==> src/rtl/rv64_alu_pkg.sv <==
// Package: shared operation codes for the integer execute unit.
// Assumes: op select bits 2:0 carry the function code, bit 3 the alternate form.
package rv64_alu_pkg;
    typedef enum logic [2:0] {
        K_ADD  = 3'd0,
        K_SLL  = 3'd1,
        K_SLT  = 3'd2,
        K_SLTU = 3'd3,
        K_XOR  = 3'd4,
        K_SRX  = 3'd5,
        K_OR   = 3'd6,
        K_AND  = 3'd7
    } alu_kind_e;

    localparam logic [3:0] OP_SUB   = 4'b1000;
    localparam logic [3:0] OP_LUI   = 4'b1010;
    localparam logic [3:0] OP_AUIPC = 4'b1011;
endpackage

==> src/rtl/rv64_alu_adder.sv <==
// Module: shared adder. Subtracts by adding the inverted B operand plus one.
// Assumes: the caller muxes the operands; carry out is not needed.
module rv64_alu_adder #(
    parameter int W = 64
) (
    input  logic [W-1:0] a_i,
    input  logic [W-1:0] b_i,
    input  logic         sub_i,
    output logic [W-1:0] sum_o
);
    logic [W-1:0] b_eff;
    logic [W-1:0] cin;

    // Condition B and the carry-in for add or subtract
    always_comb begin
        b_eff = b_i ^ {W{sub_i}};
        cin   = {{(W-1){1'b0}}, sub_i};
    end

    // Single carry chain
    always_comb begin
        sum_o = a_i + b_eff + cin;
    end
endmodule

==> src/rtl/rv64_alu_compare.sv <==
// Module: signed and unsigned less-than over full-width operands.
// Assumes: pure combinational use; outputs are single flags.
module rv64_alu_compare #(
    parameter int W = 64
) (
    input  logic [W-1:0] a_i,
    input  logic [W-1:0] b_i,
    output logic         lt_s_o,
    output logic         lt_u_o
);
    // Unsigned compare first, signed compare fixes up differing signs
    always_comb begin
        lt_u_o = (a_i < b_i);
        lt_s_o = (a_i[W-1] ^ b_i[W-1]) ? a_i[W-1] : lt_u_o;
    end
endmodule

==> src/rtl/rv64_alu_shifter.sv <==
// Module: full-width and word shifter sharing one left and one right shifter.
// Assumes: in word mode only the low WLEN bits of A and the low log2(WLEN)
// bits of the amount matter; the word result is sign-extended.
module rv64_alu_shifter #(
    parameter int XLEN = 64,
    parameter int WLEN = 32
) (
    input  logic [XLEN-1:0]         a_i,
    input  logic [$clog2(XLEN)-1:0] amt_i,
    input  logic                    right_i,
    input  logic                    arith_i,
    input  logic                    word_i,
    output logic [XLEN-1:0]         res_o
);
    localparam int SHW  = $clog2(XLEN);
    localparam int WSHW = $clog2(WLEN);
    localparam int HIW  = XLEN - WLEN;

    logic [SHW-1:0]  amt;
    logic [XLEN-1:0] src;
    logic            fill;
    logic [XLEN:0]   right_wide;
    logic [XLEN-1:0] raw;

    // Pick the amount field width for the mode
    always_comb begin
        amt = word_i ? {{(SHW-WSHW){1'b0}}, amt_i[WSHW-1:0]} : amt_i;
    end

    // Pre-extend the word source so one right shifter serves both widths
    always_comb begin
        src  = word_i ? {{HIW{arith_i & a_i[WLEN-1]}}, a_i[WLEN-1:0]} : a_i;
        fill = arith_i & src[XLEN-1];
    end

    // Shift, then fold the word result back to a sign-extended value
    always_comb begin
        right_wide = $unsigned($signed({fill, src}) >>> amt);
        raw        = right_i ? right_wide[XLEN-1:0] : (a_i << amt);
        res_o      = word_i ? {{HIW{raw[WLEN-1]}}, raw[WLEN-1:0]} : raw;
    end
endmodule

==> src/rtl/rv64_exec_alu.sv <==
// Module: combinational integer execute unit with 32-bit word forms.
// Assumes: no clock or reset (purely combinational); LUI/AUIPC immediate in
// opb_i[19:0]; WORD_OPS=0 builds a variant without word forms.
module rv64_exec_alu
    import rv64_alu_pkg::*;
#(
    parameter int XLEN     = 64,
    parameter int WLEN     = 32,
    parameter int UIMM_W   = 20,
    parameter bit WORD_OPS = 1'b1
) (
    input  logic [3:0]      op_sel_i,
    input  logic            word_i,
    input  logic [XLEN-1:0] opa_i,
    input  logic [XLEN-1:0] opb_i,
    input  logic [XLEN-1:0] pc_i,
    output logic [XLEN-1:0] result_o
);
    localparam int SHW  = $clog2(XLEN);
    localparam int HIW  = XLEN - WLEN;
    localparam int LOWZ = WLEN - UIMM_W;

    alu_kind_e       kind;
    logic            alt;
    logic            is_lui;
    logic            is_auipc;
    logic            word_ok;
    logic            use_word;
    logic [XLEN-1:0] uimm;
    logic [XLEN-1:0] add_a;
    logic [XLEN-1:0] add_b;
    logic            add_sub;
    logic [XLEN-1:0] sum;
    logic [XLEN-1:0] sum_sel;
    logic            lt_s;
    logic            lt_u;
    logic [XLEN-1:0] shift_res;

    // Decode the select into kind, alternate form and upper-immediate ops
    always_comb begin
        kind     = alu_kind_e'(op_sel_i[2:0]);
        alt      = op_sel_i[3];
        is_lui   = (op_sel_i == OP_LUI);
        is_auipc = (op_sel_i == OP_AUIPC);
        word_ok  = (kind == K_ADD) || (kind == K_SLL) || (kind == K_SRX);
        use_word = WORD_OPS && word_i && word_ok;
    end

    // Form the sign-extended upper immediate
    always_comb begin
        uimm = {{HIW{opb_i[UIMM_W-1]}}, opb_i[UIMM_W-1:0], {LOWZ{1'b0}}};
    end

    // Steer the shared adder: AUIPC borrows it for pc + immediate
    always_comb begin
        add_a   = is_auipc ? pc_i : opa_i;
        add_b   = is_auipc ? uimm : opb_i;
        add_sub = alt && (kind == K_ADD);
    end

    rv64_alu_adder #(.W(XLEN)) i_adder (
        .a_i   (add_a),
        .b_i   (add_b),
        .sub_i (add_sub),
        .sum_o (sum)
    );

    rv64_alu_compare #(.W(XLEN)) i_compare (
        .a_i    (opa_i),
        .b_i    (opb_i),
        .lt_s_o (lt_s),
        .lt_u_o (lt_u)
    );

    rv64_alu_shifter #(.XLEN(XLEN), .WLEN(WLEN)) i_shifter (
        .a_i     (opa_i),
        .amt_i   (opb_i[SHW-1:0]),
        .right_i (kind == K_SRX),
        .arith_i (alt),
        .word_i  (use_word),
        .res_o   (shift_res)
    );

    // Word-form narrowing of the adder output, present only when enabled
    generate
        if (WORD_OPS) begin : g_word_sum
            always_comb begin
                sum_sel = use_word ? {{HIW{sum[WLEN-1]}}, sum[WLEN-1:0]} : sum;
            end
        end else begin : g_full_sum
            always_comb begin
                sum_sel = sum;
            end
        end
    endgenerate

    // Final result selection
    always_comb begin
        if (is_lui) begin
            result_o = uimm;
        end else if (is_auipc) begin
            result_o = sum;
        end else begin
            unique case (kind)
                K_ADD:   result_o = sum_sel;
                K_SLL:   result_o = shift_res;
                K_SRX:   result_o = shift_res;
                K_SLT:   result_o = {{(XLEN-1){1'b0}}, lt_s};
                K_SLTU:  result_o = {{(XLEN-1){1'b0}}, lt_u};
                K_XOR:   result_o = opa_i ^ opb_i;
                K_OR:    result_o = opa_i | opb_i;
                K_AND:   result_o = opa_i & opb_i;
                default: result_o = '0;
            endcase
        end
    end
endmodule

==> config.mk <==
export PLATFORM = sky130hd
export DESIGN_NAME = rv64_exec_alu
export DESIGN_NICKNAME = d
export VERILOG_FILES = /design/src/rtl/rv64_alu_pkg.sv /design/src/rtl/rv64_alu_adder.sv /design/src/rtl/rv64_alu_compare.sv /design/src/rtl/rv64_alu_shifter.sv /design/src/rtl/rv64_exec_alu.sv
export SDC_FILE = /design/constraint.sdc
export NUM_CORES = 1
export LEC_CHECK = 0
export BUFFER_PORTS_ARGS = -buffer_cell sky130_fd_sc_hd__buf_2
export CAP_MARGIN = 20
export CORE_MARGIN = 4
export CORE_UTILIZATION = 30
export DETAILED_ROUTE_END_ITERATION = 6
export PLACE_DENSITY = 0.57
export RECOVER_POWER = 50
export SLEW_MARGIN = 0
export SYNTH_ARGS = -nofsm -noshare
export SYNTH_HDL_FRONTEND = slang
export SYNTH_SLANG_ARGS = --single-unit
==> constraint.sdc <==
create_clock -name vclk -period 6.65
set_input_delay 0 -clock vclk [all_inputs]
set_output_delay 0 -clock vclk [all_outputs]
set_load 0.03 [all_outputs]
# Word-level counts from Yosys, hierarchy flattened
# Index checks and enable logic that the tools add are counted.
dict set report op_classes {
  addsub 2
  order_cmp 1
  eq_ne 9
  n_shift 2
  n_mux 11
  bitwise 7
  n_reduce_logical 6
}
# cell n
set op_table {}
lappend op_table {{2-to-1 mux 64 bit} 8}
lappend op_table {{one-hot mux 64 bit (7 select lines)} 1}
lappend op_table {{bitwise XOR 64 bit} 2}
lappend op_table {{>>> shifter 65 x 6 -> 64 bit} 1}
lappend op_table {{adder 64 x 1 -> 64 bit} 1}
lappend op_table {{adder 64 bit} 1}
lappend op_table {{AND 64 bit} 1}
lappend op_table {{less-than comparator 64 bit} 1}
lappend op_table {{bitwise OR 64 bit} 1}
lappend op_table {{<< shifter 64 x 6 -> 64 bit} 1}
lappend op_table {{== test 3 bit, second input constant} 4}
lappend op_table {{== test 4 bit, second input constant} 2}
lappend op_table {{== test 3 x 2 -> 1 bit, second input constant} 2}
lappend op_table {{2-to-1 mux 6 bit} 1}
lappend op_table {{== test 3 x 1 -> 1 bit, second input constant} 1}
lappend op_table {{logical NOT 3 bit} 1}
lappend op_table {{AND 1 bit} 2}
lappend op_table {{logical AND 1 bit} 2}
lappend op_table {{logical OR 1 bit} 2}
lappend op_table {{OR reduction 2 bit} 1}
lappend op_table {{2-to-1 mux 1 bit} 1}
lappend op_table {{bitwise XOR 1 bit} 1}
dict set report word_totals {
  regBits 0
  in_bits 197
  output_inout_bits 64
  wordCells 38
}

# Longest topological paths before layout
# Gate-level depths: netlist of the first run.
dict set report depth {
  ltp_word 12
  ltp_mapped 24
  mapped_depth_nobuf 17
}

# Modules after synthesis
# A second synthesis of the first run with hierarchy kept.
dict set report unflattened {
  cells_unflattened 3281
  hier_area_um2 22605.4
}
# mod instances cells_per_inst area_each_um2
set modules_own_cells {}
lappend modules_own_cells {rv64_alu_shifter 1 1331 10054.6}
lappend modules_own_cells {rv64_exec_alu 1 1094 6478.7}
lappend modules_own_cells {rv64_alu_adder 1 622 4385.5}
lappend modules_own_cells {rv64_alu_compare 1 234 1686.6}

# Worst setup path after synthesis of the first run
# Ideal clock, no wire load.
dict set report synth_timing {
  path_kind {input-to-output}
  from {input opb_i[2]}
  to {output result_o[60]}
  t_arrival_ps 4704
  required_ps 6650
  setup_slack_ps 1946
  cell_stages 23
  path_cell_list {buf_4 > buf_4 > buf_4 > buf_4 > buf_4 > buf_4 > buf_2 > buf_2 > nand2_1 > o21ai_0 > xnor2_1 > ha_1 > clkbuf_1 > a21o_1 > a221o_1 > a31oi_1 > o211ai_1 > a2bb2oi_1 > o21ai_0 > a41oi_1 > o21ai_0 > mux2i_1 > a311oi_1}
}
dict set report synth_between {
  elab_chain_cells 8
  word_cells_on_any_way 13
  classes_between {add/sub (2); shift (2); mux (8); bitwise (1)}
}
# item line_no
set synth_rtl {}
lappend synth_rtl {{start, declared} rv64_exec_alu.sv:15} ;# input logic [XLEN-1:0] opb_i,
lappend synth_rtl {{2-to-1 mux 64 bit} rv64_exec_alu.sv:57} ;# add_b = is_auipc ? uimm : opb_i;
lappend synth_rtl {{bitwise XOR 64 bit} rv64_alu_adder.sv:16} ;# b_eff = b_i ^ {W{sub_i}};
lappend synth_rtl {{adder 64 bit} rv64_alu_adder.sv:22} ;# sum_o = a_i + b_eff + cin;
lappend synth_rtl {{adder 64 x 1 -> 64 bit} rv64_alu_adder.sv:22}
lappend synth_rtl {{2-to-1 mux 64 bit} rv64_exec_alu.sv:88} ;# sum_sel = use_word ? {{HIW{sum[WLEN-1]}}, sum[WLEN-1:0]} : sum;
lappend synth_rtl {{one-hot mux 64 bit (7 select lines)} rv64_exec_alu.sv:104} ;# unique case (kind)
lappend synth_rtl {{2-to-1 mux 64 bit *} rv64_exec_alu.sv:101} ;# end else if (is_auipc) begin
lappend synth_rtl {{2-to-1 mux 64 bit *} rv64_exec_alu.sv:99} ;# if (is_lui) begin
lappend synth_rtl {{end, declared} rv64_exec_alu.sv:17} ;# output logic [XLEN-1:0] result_o
# Every way passes the cells marked *; elsewhere a longest branch is shown, timed or not.

# Worst setup path in the final report of the first run
dict set report layout_timing {
  from {input op_sel_i[2]}
  to {output result_o[0]}
}
dict set report layout_between {
  elab_chain_cells 12
  word_cells_on_any_way 31
  classes_between {add/sub (2); eq/ne (9); shift (2); mux (10); bitwise (2); reduce/logical (6)}
}
# item line_no
set layout_rtl {}
lappend layout_rtl {{start, declared} rv64_exec_alu.sv:12} ;# input logic [3:0] op_sel_i,
lappend layout_rtl {{branches (longest 11 deep; another with adder 64 bit)} --}
lappend layout_rtl {{2-to-1 mux 64 bit *} rv64_exec_alu.sv:99}
# Every way passes the cells marked *.

==> run_results.csv, run 1 <==
group,metric,value,unit
worst_setup_path,crit_start,"op_sel_i[2]",
sta,fin_worst_hold_slack,0.723,ns
clock_tree,post_cts_buffers,0,
sta,max_clock_freq,0.171,GHz
worst_setup_path,critical_path.endpoint_type,"primary output",
cells_and_area,register_area,0,um2
sta,final-setup-viol-count,0,
cells_and_area,final.clkbuf_count,0,
placement,finalWeightedCongestion,1.06,
placement,preCtsSetupSlack,1.37,ns
synth,synthDominantAreaCellType,"sky130_fd_sc_hd__ha_1",
sta,hold_viol_final,0,
clock_tree,cts-hold-fix-buffers,0,
cells_and_area,final_cell_mix,"319 x sky130_fd_sc_hd__a21oi_1, 317 x sky130_fd_sc_hd__nor2_1, 305 x sky130_fd_sc_hd__nand2_1",
worst_setup_path,crit_type,"in2out",
cells_and_area,numSequentialCells,0,
route,drt_iter0_markers,4033,
floorplan,design.portCount,261,
route,dr_total_vias,25600,
floorplan,die_y,271,um
grt,grt_start_max_net_pins,129,
floorplan,rows,96,
run,cap_viol_max_count,1,
grt,grt_first_pass_wirelength,169000,um
route,drtPass1Iterations,6,
cells_and_area,post_route_cells_drive_above_1_share,0.159,
outcome,violated_checks,"capacitance limit, slew limit",
sta,timing.final.max_slew_violations,63,
route,postRouteAntennaNets,0,
route,route.detailed.vias_per_inst,6.45,
sta,unrepaired_setup_endpoints_after_global_routing,"false",
grt,initial_antenna_violation_count,4,
worst_setup_path,worstSetupStartpointType,"input pin",
synth,synth.lib_cells_used.distinct,91,
hold_path,kind_of_path_behind_the_tightest_hold_check,"in2out",
cells_and_area,layout.cells.most_common,"sky130_fd_sc_hd__a21oi_1",
clock_tree,ctsResizeCount,0,
floorplan,die_area,73200,um2
outcome,status,"complete, but fails checks",
floorplan,design.core.area,68500,um2
placement,portbufs,261,
placement,place_area,22400,um2
cells_and_area,fin_area,22400,um2
cells_and_area,nNetsFinal,3544,
grt,gr-total-overflow,0,
floorplan,chipWidth,271,um
synth,synth_cells,3019,
sta,final_total_negative_setup_slack,0,ns
worst_setup_path,crit_path_max_fanout,62,
hold_path,worstHoldStart,"opb_i[6]",
synth,synth_area_per_cell,6.85,um2
synth,synthTopCellsByArea,"sky130_fd_sc_hd__ha_1 15%, sky130_fd_sc_hd__mux4_2 10%, sky130_fd_sc_hd__a21oi_1 7.7%, sky130_fd_sc_hd__o21ai_0 6.9%, sky130_fd_sc_hd__mux2i_1 6.6%",
hold_path,min_path_cells,4,
placement,place.detailed.hpwl,95400,um
worst_setup_path,critical_path_rt,6.65,ns
synth,mappedNetlistArea,20700,um2
floorplan,start_util,0.302,
sta,max_slew.worst_pin.slew,1.55,ns
sta,timing.max_slew.rel_slack,-0.0349,
route,route.detailed.drc,0,
route,avgRoutedWirePerCell,29.8,um
grt,number_of_global_route_vias_before_repair,23900,
sta,final_min_period_over_clock_period,0.882,
sta,min_period,5.86,ns
synth,synth.top_cell.area_share,0.154,
route,wire_length_reported_by_the_detailed_router,118000,um
sta,final_ws_setup,0.788,ns
cells_and_area,area.growth.synth_to_final,8.26,%
synth,mappedNetlistNets,3472,
synth,synth-warning-count,0,
grt,grt_overall_usage,0.303,
hold_path,hold_path_end,"result_o[18]",
synth,synth-seq-area-share,0,
worst_setup_path,worst-endpoint-arrival,5.86,ns
==> worst max path at each step <==
stage	slack, ns	cells past startpoint	to
floorplan	1.95	23	result_o[60]
detailed placement	1.37	19	result_o[63]
global route	0.73	17	result_o[60]
CTS	1.34	19	result_o[60]
finish	0.79	13	result_o[0]
global placement	1.22	19	result_o[60]
==> layer usage <==
metal  track usage  wire length (um)  vias to the layer above
li1              -                 -                    11300
met2         0.480             51500                     1707
met4         0.137              7310                        6
met3        0.0524             11900                      326
met1         0.404             47600                    12300
met5             0                42                        -
==> stage by stage <==
| stage | utilization | std cells |
|---|---|---|
| 6_report | 0.327 | 3972 |
| 5_1_grt | 0.327 | 3971 |
| 4_1_cts | 0.328 | 3970 |
| 3_5_place_dp | 0.328 | 3970 |
| 3_3_place_gp | 0.327 | 3969 |
| 2_1_floorplan | - | 3019 |
==> final cells by class <==
cell class / instances / area [um2]
diodes: 1 / 2.50
well taps: 882 / 1100
repair buffers: 324 / 1790
fillers: 7713 / 46100
multi-input cells: 2587 / 18800
inverters: 178 / 669
==> cell families after synthesis <==
group	Yosys count	share of synthesized area
simple gates	839	0.174
fa+ha+maj	256	0.155
buf+inv	432	0.0915
compound gates	1097	0.334
mux	286	0.200
xor+xnor	109	0.0461
==> synthesized netlist by cell type (all sizes together) (17+ instances only) <==
library cell,n
mux2,53
nor2,323
a31oi,30
o221ai,31
a211oi,57
inv,176
nand3,47
o22ai,43
a221oi,25
a21o,45
a22oi,17
nand2,307
o21bai,26
buf,104
clkbuf,150
a21oi,322
o21ai,306
xor2,36
ha,255
xnor2,73
o211ai,54
nor3,54
mux4,96
nand4,22
mux2i,137
==> worst max-delay path, cell delays in order <==
cell and delay (ns):
sky130_fd_sc_hd__buf_2 0.16, sky130_fd_sc_hd__clkbuf_2 0.85, sky130_fd_sc_hd__nand2b_1 1.08, sky130_fd_sc_hd__nand2_1 0.61, sky130_fd_sc_hd__nand2_1 0.55, sky130_fd_sc_hd__nand2_1 0.14
sky130_fd_sc_hd__nor2_1 0.12, sky130_fd_sc_hd__clkbuf_1 0.66, sky130_fd_sc_hd__nand2_1 0.35, sky130_fd_sc_hd__o221ai_1 0.65, sky130_fd_sc_hd__nand2_1 0.10, sky130_fd_sc_hd__o21ai_0 0.20
sky130_fd_sc_hd__clkbuf_1 0.36
==> inputs of run 2 (changes only) <==
CAP_MARGIN = unset   (was 20)
SYNTH_HIERARCHICAL = 1   (was unset)
clock period = 6.7 ns   (was 6.65 ns; I/O delays follow)
==> run 2 against run 1 <==
The run now ends clean. Clock-buffer cell count did not move. Setup slack worse by 0.085 ns. Synthesized area rose by 9.3%. Cell area grew 9.4%. Non-clock buffer count up 23. Critical path type unchanged.
==> run_results.csv, run 2 <==
group,metric,value,unit
clock_tree,cts-hold-fix-buffers,0,
worst_setup_path,crit_path_max_fanout,38,
synth,mappedNetlistNets,3738,
worst_setup_path,crit_path_max_incr_delay,0.96,ns
route,avgRoutedWirePerCell,28.2,um
cells_and_area,register_area,0,um2
run,cap_viol_max_count,0,
placement,portbufs,261,
sta,final_min_period_over_clock_period,0.895,
synth,synth-warning-count,6,
sta,timing.max_slew.rel_slack,0.0633,
cells_and_area,fin_area,24500,um2
grt,grt_start_max_net_pins,97,
grt,grt_overall_usage,0.291,
synth,mappedNetlistArea,22600,um2
synth,synth_area_per_cell,6.89,um2
route,wire_length_reported_by_the_detailed_router,122000,um
floorplan,design.portCount,261,
sta,hold_viol_final,0,
grt,gr-total-overflow,0,
route,dr_total_vias,27200,
floorplan,die_y,283,um
hold_path,kind_of_path_behind_the_tightest_hold_check,"in2out",
floorplan,rows,100,
route,route.detailed.vias_per_inst,6.30,
cells_and_area,num-fill-cells,8292,
sta,final_total_negative_setup_slack,0,ns
floorplan,chipWidth,283,um
worst_setup_path,worstSetupStartpointType,"input pin",
sta,max_slew.worst_pin.slew,1.40,ns
placement,finalWeightedCongestion,1.02,
route,route.detailed.drc,0,
cells_and_area,post_route_cells_drive_above_1_share,0.166,
route,postRouteAntennaNets,0,
worst_setup_path,critical_path_rt,6.70,ns
cells_and_area,nNetsFinal,3809,
synth,synthDominantAreaCellType,"sky130_fd_sc_hd__ha_1",
sta,final-setup-viol-count,0,
floorplan,design.core.area,74600,um2
cells_and_area,numSequentialCells,0,
worst_setup_path,critical_path.cell_chain,"buf_2 > inv_1 > nor2_2 > buf_4 > nor3_1 > buf_4 > a21bo_1 > nand2_1 > nor3_1 > o32a_1 > nand3_1 > and3_1 > a31oi_1 > o22ai_1 > o22a_1 > o22ai_1 > buf_2",
synth,synth.lib_cells_used.distinct,117,
synth,most_frequent_cell_after_synthesis,"sky130_fd_sc_hd__nand2_1",
sta,max_clock_freq,0.167,GHz
placement,place_area,24500,um2
clock_tree,ctsResizeCount,0,
cells_and_area,final_cell_mix,"416 x sky130_fd_sc_hd__nand2_1, 285 x sky130_fd_sc_hd__a21oi_1, 259 x sky130_fd_sc_hd__ha_1",
outcome,status,"finished, final reports clean",
cells_and_area,final.clkbuf_count,0,
floorplan,start_util,0.303,
synth,synth_cells,3281,
sta,min_period,6.00,ns
synth,synthTopCellsByArea,"sky130_fd_sc_hd__ha_1 14%, sky130_fd_sc_hd__mux4_2 9.7%, sky130_fd_sc_hd__nand2_1 6.9%, sky130_fd_sc_hd__a21oi_1 6.3%, sky130_fd_sc_hd__o21ai_0 5.3%",
synth,synth-seq-area-share,0,
worst_setup_path,cpMaxStageDelayCell,"sky130_fd_sc_hd__a21bo_1",
clock_tree,post_cts_buffers,0,
grt,grt_first_pass_wirelength,176000,um
sta,timing.final.max_slew_violations,0,
worst_setup_path,critical_path.endpoint_type,"primary output",
cells_and_area,area.growth.synth_to_final,8.34,%
worst_setup_path,crit_type,"in2out",
grt,number_of_global_route_vias_before_repair,25600,
floorplan,die_area,79800,um2
grt,initial_antenna_violation_count,10,
synth,synth.top_cells.by_count,"416 x sky130_fd_sc_hd__nand2_1, 285 x sky130_fd_sc_hd__a21oi_1, 259 x sky130_fd_sc_hd__ha_1",
route,drt_iter0_markers,3455,
cells_and_area,multiInputGateArea,20400,um2
sta,unrepaired_setup_endpoints_after_global_routing,"false",
cells_and_area,layout.cells.most_common,"sky130_fd_sc_hd__nand2_1",
route,drtPass1Iterations,6,
placement,place.detailed.hpwl,95000,um
worst_setup_path,worst-endpoint-arrival,6.00,ns
synth,synth.top_cell.area_share,0.143,
==> run 2: cell types whose count changed in the layout (fill, tap and decap cells not counted), sizes merged, moves of 21 or more <==
cell     before  now
xor2         36   88
and3         15   46
inv         177  238
buf         295  325
nand2       307  416
a31oi        30   59
mux2i       137  116
mux2         53   74
a21oi       322  286
o2111ai       9   31
xnor2        73   37
nor2        323  248
a211oi       57   28
==> run 2: critical path: cells and delay by family <==
family                 cells  cell delay (ns)
and+or+nand+nor            6             1.55
AOI/OAI and AO/OA          6             2.60
buffers and inverters      5             1.83
==> run 2: per-stage QoR <==
step	hold WS (ns)	cells	worst slack, ns	util
after floorplan	0.287	3281	2.41	-
after global placement	0.519	4319	1.41	0.329
after detailed placement	0.519	4319	1.37	0.329
after CTS	0.520	4319	1.35	0.329
after global routing	0.543	4321	0.506	0.328
final	0.532	4324	0.702	0.328
==> run 2: cell families (layout without fill, tap and decap cells) <==
| family | after synthesis | after routing | share of synthesized area |
|---|---|---|---|
| adder cells (fa/ha/maj) | 260 | 260 | 0.144 |
| multiplexers | 293 | 293 | 0.192 |
| AND/OR/NAND/NOR | 950 | 950 | 0.188 |
| AO/OA/AOI/OAI | 1135 | 1135 | 0.327 |
| other | 0 | 5 | 0 |
| buffers and inverters | 518 | 587 | 0.100 |
| XOR/XNOR | 125 | 125 | 0.0484 |
==> run 2: area by class of cell <==
type | instances | area share
tap | 969 | 0.0495
multi-input combinational | 2763 | 0.832
inverter | 240 | 0.0368
antenna | 5 | 0.000511
timing repair buffer | 347 | 0.0810
==> run 2: per-layer routing <==
layer / part of all wire / up-vias / routed length (um) / global-route usage
met3: 0.10 / 303 / 12500 / 0.0672
met1: 0.41 / 13000 / 49600 / 0.381
li1: - / 12300 / - / -
met4: 0.052 / 6 / 6310 / 0.119
met2: 0.44 / 1582 / 53600 / 0.463
met5: 0.00033 / - / 40 / 0
==> run 2: worst paths after layout <==
check,from,end,slack (ns),cells past startpoint
setup / recovery,op_sel_i[2],result_o[63],0.70,17
hold / removal,opb_i[13],result_o[25],0.53,4
